`src/rtl/eirq_pkg.sv`:
```
package eirq_pkg;

    localparam int unsigned NLINES    = 16;
    localparam int unsigned NGROUPS   = 3;
    localparam int unsigned CODE_W    = 3;
    localparam int unsigned FIELD_STR = 4;
    localparam int unsigned AW        = 4;
    localparam int unsigned DW        = 32;

    localparam logic [AW-1:0] OFF_CFG  = 4'h0;
    localparam logic [AW-1:0] OFF_MASK = 4'h4;
    localparam logic [AW-1:0] OFF_PEND = 4'h8;

    typedef enum logic [CODE_W-1:0] {
        TRG_LOW  = 3'b000,
        TRG_HIGH = 3'b001,
        TRG_FALL = 3'b010,
        TRG_RISE = 3'b100,
        TRG_BOTH = 3'b110
    } trig_e;

    typedef enum logic {
        LN_IDLE = 1'b0,
        LN_PEND = 1'b1
    } line_state_e;

    // Inclusive lower/upper line index of each output group.
    function automatic int unsigned grp_lo(input int unsigned g);
        case (g)
            0:       grp_lo = 0;
            1:       grp_lo = 4;
            default: grp_lo = 12;
        endcase
    endfunction

    function automatic int unsigned grp_hi(input int unsigned g);
        case (g)
            0:       grp_hi = 3;
            1:       grp_hi = 11;
            default: grp_hi = 15;
        endcase
    endfunction

    function automatic logic [NLINES-1:0] grp_sel(input int unsigned g);
        logic [NLINES-1:0] v;
        v = '0;
        for (int unsigned i = 0; i < NLINES; i++) begin
            if (i >= grp_lo(g) && i <= grp_hi(g)) v[i] = 1'b1;
        end
        return v;
    endfunction

endpackage

```
`src/rtl/eirq_sync.sv`:
```
module eirq_sync #(
    parameter int unsigned WIDTH  = 16,
    parameter int unsigned STAGES = 2
) (
    input  logic             clk,
    input  logic             rst_n,
    input  logic [WIDTH-1:0] async_i,
    output logic [WIDTH-1:0] sync_o
);

    logic [WIDTH-1:0] stage_q [STAGES];

    generate
        for (genvar s = 0; s < STAGES; s++) begin : g_stage
            if (s == 0) begin : g_first
                always_ff @(posedge clk or negedge rst_n) begin
                    if (!rst_n) stage_q[s] <= '0;
                    else        stage_q[s] <= async_i;
                end
            end else begin : g_rest
                always_ff @(posedge clk or negedge rst_n) begin
                    if (!rst_n) stage_q[s] <= '0;
                    else        stage_q[s] <= stage_q[s-1];
                end
            end
        end
    endgenerate

    assign sync_o = stage_q[STAGES-1];

endmodule

```
`src/rtl/eirq_line.sv`:
```
module eirq_line
    import eirq_pkg::*;
(
    input  logic              clk,
    input  logic              rst_n,
    input  logic              sync_i,
    input  logic [CODE_W-1:0] code_i,
    input  logic              ack_i,
    output logic              evt_o,
    output logic              pend_o
);

    logic        prev_q;
    line_state_e state_q, state_d;

    always_ff @(posedge clk or negedge rst_n) begin
        if (!rst_n) prev_q <= 1'b0;
        else        prev_q <= sync_i;
    end

    // Event decode from the trigger code of this line's pair.
    always_comb begin
        unique case (code_i)
            TRG_LOW:  evt_o = !sync_i;
            TRG_HIGH: evt_o = sync_i;
            TRG_FALL: evt_o = prev_q && !sync_i;
            TRG_RISE: evt_o = !prev_q && sync_i;
            TRG_BOTH: evt_o = prev_q ^ sync_i;
            default:  evt_o = 1'b0;
        endcase
    end

    // Pending machine: state register.
    always_ff @(posedge clk or negedge rst_n) begin
        if (!rst_n) state_q <= LN_IDLE;
        else        state_q <= state_d;
    end

    // Pending machine: capture / release transitions.
    always_comb begin
        state_d = state_q;
        unique case (state_q)
            LN_IDLE: if (evt_o)            state_d = LN_PEND;
            LN_PEND: if (ack_i && !evt_o)  state_d = LN_IDLE;
            default:                       state_d = LN_IDLE;
        endcase
    end

    // Pending machine: outputs.
    always_comb begin
        unique case (state_q)
            LN_PEND: pend_o = 1'b1;
            default: pend_o = 1'b0;
        endcase
    end

endmodule

```
`src/rtl/ext_irq_grouper.sv`:
```
module ext_irq_grouper
    import eirq_pkg::*;
(
    input  logic                 clk,
    input  logic                 rst_n,
    input  logic [NLINES-1:0]    pin_i,
    input  logic                 wr_en,
    input  logic [AW-1:0]        addr,
    input  logic [DW-1:0]        wdata,
    output logic [DW-1:0]        rdata,
    output logic [NGROUPS-1:0]   grp_irq
);

    logic [NLINES-1:0] sync_w;
    logic [NLINES-1:0] evt_w;
    logic [NLINES-1:0] pend_q;
    logic [NLINES-1:0] mask_q;
    logic [NLINES-1:0] ack_w;
    logic [DW-1:0]     cfg_q;
    logic [NLINES-1:0] live_w;

    eirq_sync #(.WIDTH(NLINES), .STAGES(2)) u_sync (
        .clk     (clk),
        .rst_n   (rst_n),
        .async_i (pin_i),
        .sync_o  (sync_w)
    );

    always_ff @(posedge clk or negedge rst_n) begin
        if (!rst_n) begin
            cfg_q  <= '0;
            mask_q <= '1;
        end else if (wr_en) begin
            if (addr == OFF_CFG)  cfg_q  <= wdata;
            if (addr == OFF_MASK) mask_q <= wdata[NLINES-1:0];
        end
    end

    assign ack_w = (wr_en && addr == OFF_PEND) ? wdata[NLINES-1:0] : '0;

    generate
        for (genvar i = 0; i < NLINES; i++) begin : g_line
            localparam int unsigned SHIFT = (i / 2) * FIELD_STR;
            eirq_line u_line (
                .clk    (clk),
                .rst_n  (rst_n),
                .sync_i (sync_w[i]),
                .code_i (cfg_q[SHIFT +: CODE_W]),
                .ack_i  (ack_w[i]),
                .evt_o  (evt_w[i]),
                .pend_o (pend_q[i])
            );
        end
    endgenerate

    assign live_w = pend_q & ~mask_q;

    generate
        for (genvar g = 0; g < NGROUPS; g++) begin : g_grp
            localparam logic [NLINES-1:0] SEL = grp_sel(g);
            assign grp_irq[g] = |(live_w & SEL);
        end
    endgenerate

    always_comb begin
        rdata = '0;
        case (addr)
            OFF_CFG:  rdata = cfg_q;
            OFF_MASK: rdata[NLINES-1:0] = mask_q;
            OFF_PEND: rdata[NLINES-1:0] = pend_q;
            default:  rdata = '0;
        endcase
    end

endmodule

```
`config.mk`:
```
export PLATFORM = sky130hd
export DESIGN_NAME = ext_irq_grouper
export DESIGN_NICKNAME = d
export VERILOG_FILES = /design/src/rtl/eirq_pkg.sv /design/src/rtl/eirq_sync.sv /design/src/rtl/eirq_line.sv /design/src/rtl/ext_irq_grouper.sv
export SDC_FILE = /design/constraint.sdc
export NUM_CORES = 1
export LEC_CHECK = 0
export ABC_AREA = 1
export BUFFER_PORTS_ARGS = -buffer_cell sky130_fd_sc_hd__buf_2
export CORE_MARGIN = 1
export CORE_UTILIZATION = 45
export CTS_BUF_LIST = sky130_fd_sc_hd__clkbuf_8
export DETAILED_ROUTE_END_ITERATION = 12
export GPL_ROUTABILITY_DRIVEN = 0
export GPL_TIMING_DRIVEN = 0
export PLACE_DENSITY = 0.77
export SKIP_LAST_GASP = 1
export SLEW_MARGIN = 30
export SYNTH_ARGS = -nofsm -noshare
export SYNTH_HDL_FRONTEND = slang
export SYNTH_SLANG_ARGS = --single-unit
```
`constraint.sdc`:
```
create_clock -name clk -period 1.65 [get_ports clk]
set_clock_uncertainty 0.05 [all_clocks]
set_input_delay 0.33 -clock clk [delete_from_list [all_inputs] [get_ports clk]]
set_output_delay 0.33 -clock clk [all_outputs]
set_load 0.005 [all_outputs]
```
After elaboration in Yosys (flattened, before gate mapping)
Cells that the tools add are included.
{"block": "op_classes", "eq_ne": 34, "n_mux": 83, "n_bitwise": 34, "n_reduce_logical": 111}
{"cell": "case mux 1 bit (5 select lines)", "n": 16}
{"cell": "logical AND 1 bit", "n": 49}
{"cell": "== test 3 bit, second input constant", "n": 16}
{"cell": "zero test 1 bit", "n": 48}
{"cell": "2-to-1 mux 1 bit", "n": 48}
{"cell": "case mux 16 bit (3 select lines)", "n": 1}
{"cell": "2-to-1 mux 16 bit", "n": 2}
{"cell": "case mux 1 bit (2 select lines)", "n": 16}
{"cell": "== test 3 x 1 -> 1 bit, second input constant", "n": 8}
{"cell": "== test 3 x 2 -> 1 bit, second input constant", "n": 8}
{"cell": "zero test 3 bit", "n": 8}
{"cell": "AND 16 bit", "n": 1}
{"cell": "NOT 1 bit", "n": 16}
{"cell": "NOT 16 bit", "n": 1}
{"cell": "XOR 1 bit", "n": 16}
{"cell": "OR reduction 4 bit", "n": 2}
{"cell": "OR reduction 8 bit", "n": 1}
{"cell": "== test 4 x 3 -> 1 bit, second input constant", "n": 1}
{"cell": "== test 4 bit, second input constant", "n": 1}
{"cell": "zero test 4 bit", "n": 1}
{"cell": "AND reduction 2 bit", "n": 2}
{"block": "word_totals", "regBits": 112, "inputBits": 55, "out_inout_bits": 35, "word_cells": 298}

Depth between registers and ports, before layout
{"block": "depth", "word_depth": 7, "ltp_mapped": 7, "depth_no_buf": 6}

Cells and area by module
Synthesis repeated with hierarchy kept, for this count alone.
{"block": "unflattened", "hier_cells": 833, "area_unflattened_um2": 6273.5}
{"mod": "ext_irq_grouper", "n_inst": 1, "cells_each": 401, "area_per_inst_um2": 2850.2, "seq_area_each_um2": 1221.2}
{"mod": "eirq_line", "n_inst": 16, "cells_each": 24, "area_per_inst_um2": 156.4, "seq_area_each_um2": 50.0}
{"mod": "eirq_sync", "n_inst": 1, "cells_each": 48, "area_per_inst_um2": 920.9, "seq_area_each_um2": 800.8}

Worst setup path before layout
No wires, ideal clock.
{"block": "synth_timing", "path_kind": "input to output", "startpoint": "input addr[1]", "endpoint": "output rdata[11]", "arrival_ps": 1123, "required_time_ps": 1270, "setup_slack_ps": 147, "path_stages": 6, "path_buffers": 1, "cell_sequence": "nor2_4 nand3_4 inv_1 buf_2 nand2_1 nand3_1"}
{"block": "synth_via", "elab_chain_len": 2, "elab_cells_between_ends": 4, "classes_between": "2 x eq/ne; 1 x mux; 1 x reduce/logical"}
{"item": "from (decl)", "line": "ext_irq_grouper.sv:8", "text": "input logic [AW-1:0] addr,"}
{"item": "== test 4 bit (tied with other cells)", "line": "ext_irq_grouper.sv:67", "text": "case (addr)"}
{"item": "case mux 16 bit (3 select lines) (*)", "line": "ext_irq_grouper.sv:67"}
{"item": "to (decl)", "line": "ext_irq_grouper.sv:10", "text": "output logic [DW-1:0] rdata,"}
Every way passes the cells marked *; elsewhere a longest branch is shown, timed or not.

Final worst setup path
{"block": "layout_timing", "startpoint": "register mask_q[6]", "endpoint": "output grp_irq[1]"}
{"block": "layout_via", "elab_chain_len": 3}
{"item": "from (decl)", "line": "ext_irq_grouper.sv:17", "text": "logic [NLINES-1:0] mask_q;"}
{"item": "from (signal assigned)", "line": "ext_irq_grouper.sv:35", "text": "if (addr == OFF_MASK) mask_q <= wdata[NLINES-1:0];"}
{"item": "NOT 16 bit", "line": "ext_irq_grouper.sv:56", "text": "assign live_w = pend_q & ~mask_q;"}
{"item": "AND 16 bit", "line": "ext_irq_grouper.sv:56"}
{"item": "OR reduction 8 bit", "line": "ext_irq_grouper.sv:61", "text": "assign grp_irq[g] = |(live_w & SEL);"}
{"item": "to (decl)", "line": "ext_irq_grouper.sv:11", "text": "output logic [NGROUPS-1:0] grp_irq"}
Every way passes these cells.

==> run summary <==
max_cap viols -> 0
layout cells sized above 1 -> 0.313
Max clock buf depth -> 2
Seq cells post-synth -> 112
Critical Path Source -> mask_q[6]$_DFFE_PN1P_
R2R Setup Slk -> 490 ps
Post-synth EDFFs -> 0
vias in the first global route -> 4850
post-route ant nets -> 0
CTS buffer count -> 9
Seq/Total Area, Yosys -> 0.505
CTS tree -> yes
Hold Startpoint -> wdata[19]
Post-Syn Area -> 5580 sq um
Clock Pin Slew Worst Setup and Hold Paths -> 100 ps
Place WS -> -556 ps
Tmin final -> 1930 ps
die height -> 113 microns
critical path required time -> 1270 ps
fin nets -> 916
Hold Fails Final Rpt -> 0
global route overflow -> 0
die width -> 113 microns
first-pass iteration count of the detailed router -> 5
final-report setup violation count -> 35
WHS -> 85.4 ps
Clock Latency Late Sink -> 400 ps
top_reg_cell synth -> dfrtp_1
CP max FO -> 2
Hold Path Depth -> 3
Worst Hold Class -> input pin to flop
Worst Max-Slew Pin Slew -> 544 ps
Antenna Cells -> 0
buffer and inverter count on the worst path -> 2
VDD IR max -> 0.00100 V
number of buffers added on ports -> 88
row count -> 40
crit share post-route -> 1.17
Worst Path Class, Setup -> flop to primary output
Initial Utilization -> 0.463
CP peak stage delay -> 560 ps
violated checks -> setup timing
critical path, cell by cell -> inv_2 -> nand2_2 -> nand4_1 -> or2_4 -> buf_6
full die area -> 12900 sq um
core footprint -> 12100 sq um
Slowest cell on crit path -> dfstp_2
via count -> 5104
CTS sink cnt -> 112
YS warnings -> 0
final WL -> 14.4 mm
reg2reg end -> g_line[5].u_line.state_q$_DFF_PN0_
routed len/inst -> 14.4 microns
worst flop-to-flop path startpoint -> cfg_q[9]$_DFFE_PN0P_
Post-DP HPWL -> 9.39 mm
leakage power -> 3.86 nW
number of cells on the worst reg-to-reg path -> 5
area grow syn2layout -> 33.3%
clock root buffer -> clkbuf_8
worst slew margin relative to its limit -> 0.637
Worst Setup End Kind -> primary output
first-pass GRT wire length -> 22.8 mm
setup ws final -> -280 ps
Syn Inst Count -> 687
Synth async-reset ratio -> 1.00
Distinct cells, synth -> 20
average cell area after synthesis -> 8.13 sq um
crit-path leading delay family -> flip-flops
I/O pin count -> 90
initial antenna violation count -> 1
H-tree Lvls -> 3
outcome -> complete, but fails checks
Slew Viols, Final -> 0
Via density -> 5.09
RSZ-0062 raised after global routing -> true
crit start category -> flop
filler cell count -> 1007
Fmax -> 518 MHz
initial DRC count -> 314
hold endpoint -> cfg_q[19]$_DFFE_PN0P_
Arrival @ worst endpoint -> 1550 ps
GRT Util Overall -> 0.231
largest net degree at the start of global routing -> 74
DRC violations left -> 0
Mapped Nets -> 774
PD cells -> 956 nW/um^2
-- area by class of cell --
| type | count | area, sq um | share of cell area |
|---|---|---|---|
| plain buffers | 18 | 169 | 0.0227 |
| clock buffers | 10 | 138 | 0.0185 |
| clock inverters | 6 | 109 | 0.0146 |
| inverters | 99 | 382 | 0.0513 |
| multi-input cells | 458 | 2640 | 0.355 |
| flip-flops and latches | 112 | 2820 | 0.379 |
| well taps | 168 | 210 | 0.0282 |
| repair buffers | 131 | 967 | 0.130 |
-- how the worst max path moves through the flow --
| stage | to | cells past startpoint |
|---|---|---|
| after floorplan | rdata[11] | 6 |
| after global placement | u_sync.sync_o[13]$_DFF_PN0_ | 1 |
| after detailed placement | rdata[6] | 8 |
| after CTS | grp_irq[1] | 5 |
| after global routing | grp_irq[1] | 5 |
| final | grp_irq[1] | 5 |
-- registers in the layout, indices dropped and copies added, names as in the netlist --
name,cells
mask_q,16
g_line.u_line.prev_q,16
u_sync.sync_o,16
u_sync.stage_q,16
g_line.u_line.state_q,16
cfg_q,32
-- metal layers --
layer  wire, microns  vias up  track usage
met3            1120       29       0.0606
met2            6890      195        0.373
met1            6100     2410        0.295
met5              10        -            0
li1                -     2468            -
met4             307        2       0.0947
-- power by group --
group / internal, mW / switching [mW]
logic: 0.604 / 0.923
registers: 3.19 / 0.412
clock network: 1.05 / 0.933
-- tightest hold or removal path, stage by stage --
cell and delay, ps:
buf_2 70, nand2_1 40, o21ai_1 60
-- Yosys cell counts, types with 5 or more instances --
library cell | count | area (sq um)
nand2_1 | 169 | 634
inv_1 | 97 | 364
dfrtp_1 | 96 | 2400
nand3_1 | 88 | 440
nor2_1 | 86 | 323
ha_1 | 32 | 400
o21ai_0 | 30 | 150
nand4_1 | 29 | 181
o21ai_1 | 18 | 90.1
dfstp_2 | 16 | 420
buf_2 | 6 | 30.0
buf_4 | 5 | 37.5
-- through the flow --
step                      power (mW)  cell area (sq um)  setup TNS, ps  cells   util
after floorplan                 4.34               5580              0    687      -
after global placement          4.76               6230        -127250    943  0.517
after detailed placement        4.81               6270         -12120    944  0.520
after CTS                       6.91               7040          -1490    994  0.584
after global routing            7.51               7440          -2760   1002  0.617
final                           7.12               7440          -1800   1002  0.617
-- placed cells by master, fill, tap and decap left out, drive strengths merged, types with 2 or more instances in the layout --
cell type,count
ha,32
nand2,169
clkinvlp,2
buf,128
nor2,90
bufinv,3
dfrtp,96
dfstp,16
o21ai,48
dlygate4sd3,17
clkbuf,14
inv,100
nand4,29
nand3,89
-- cell families (layout without fill, tap and decap cells) --
kind of cell | after synthesis | after routing | share of synthesized area
buffers and inverters | 117 | 264 | 0.0874
and+or+nand+nor | 378 | 378 | 0.292
adders and majority gates | 32 | 32 | 0.0717
DFF | 112 | 112 | 0.505
AOI/OAI and AO/OA | 48 | 48 | 0.0430
-- repair_timing --
item	CTS	global route
hold buffers	17	0
pin swaps	12	15
hold endpoints to repair	54	0
gates cloned	3	2
setup endpoints to repair	35	36
buffers inserted	14	7
gates resized for setup	58	102
(Power assumes the default switching activity.)
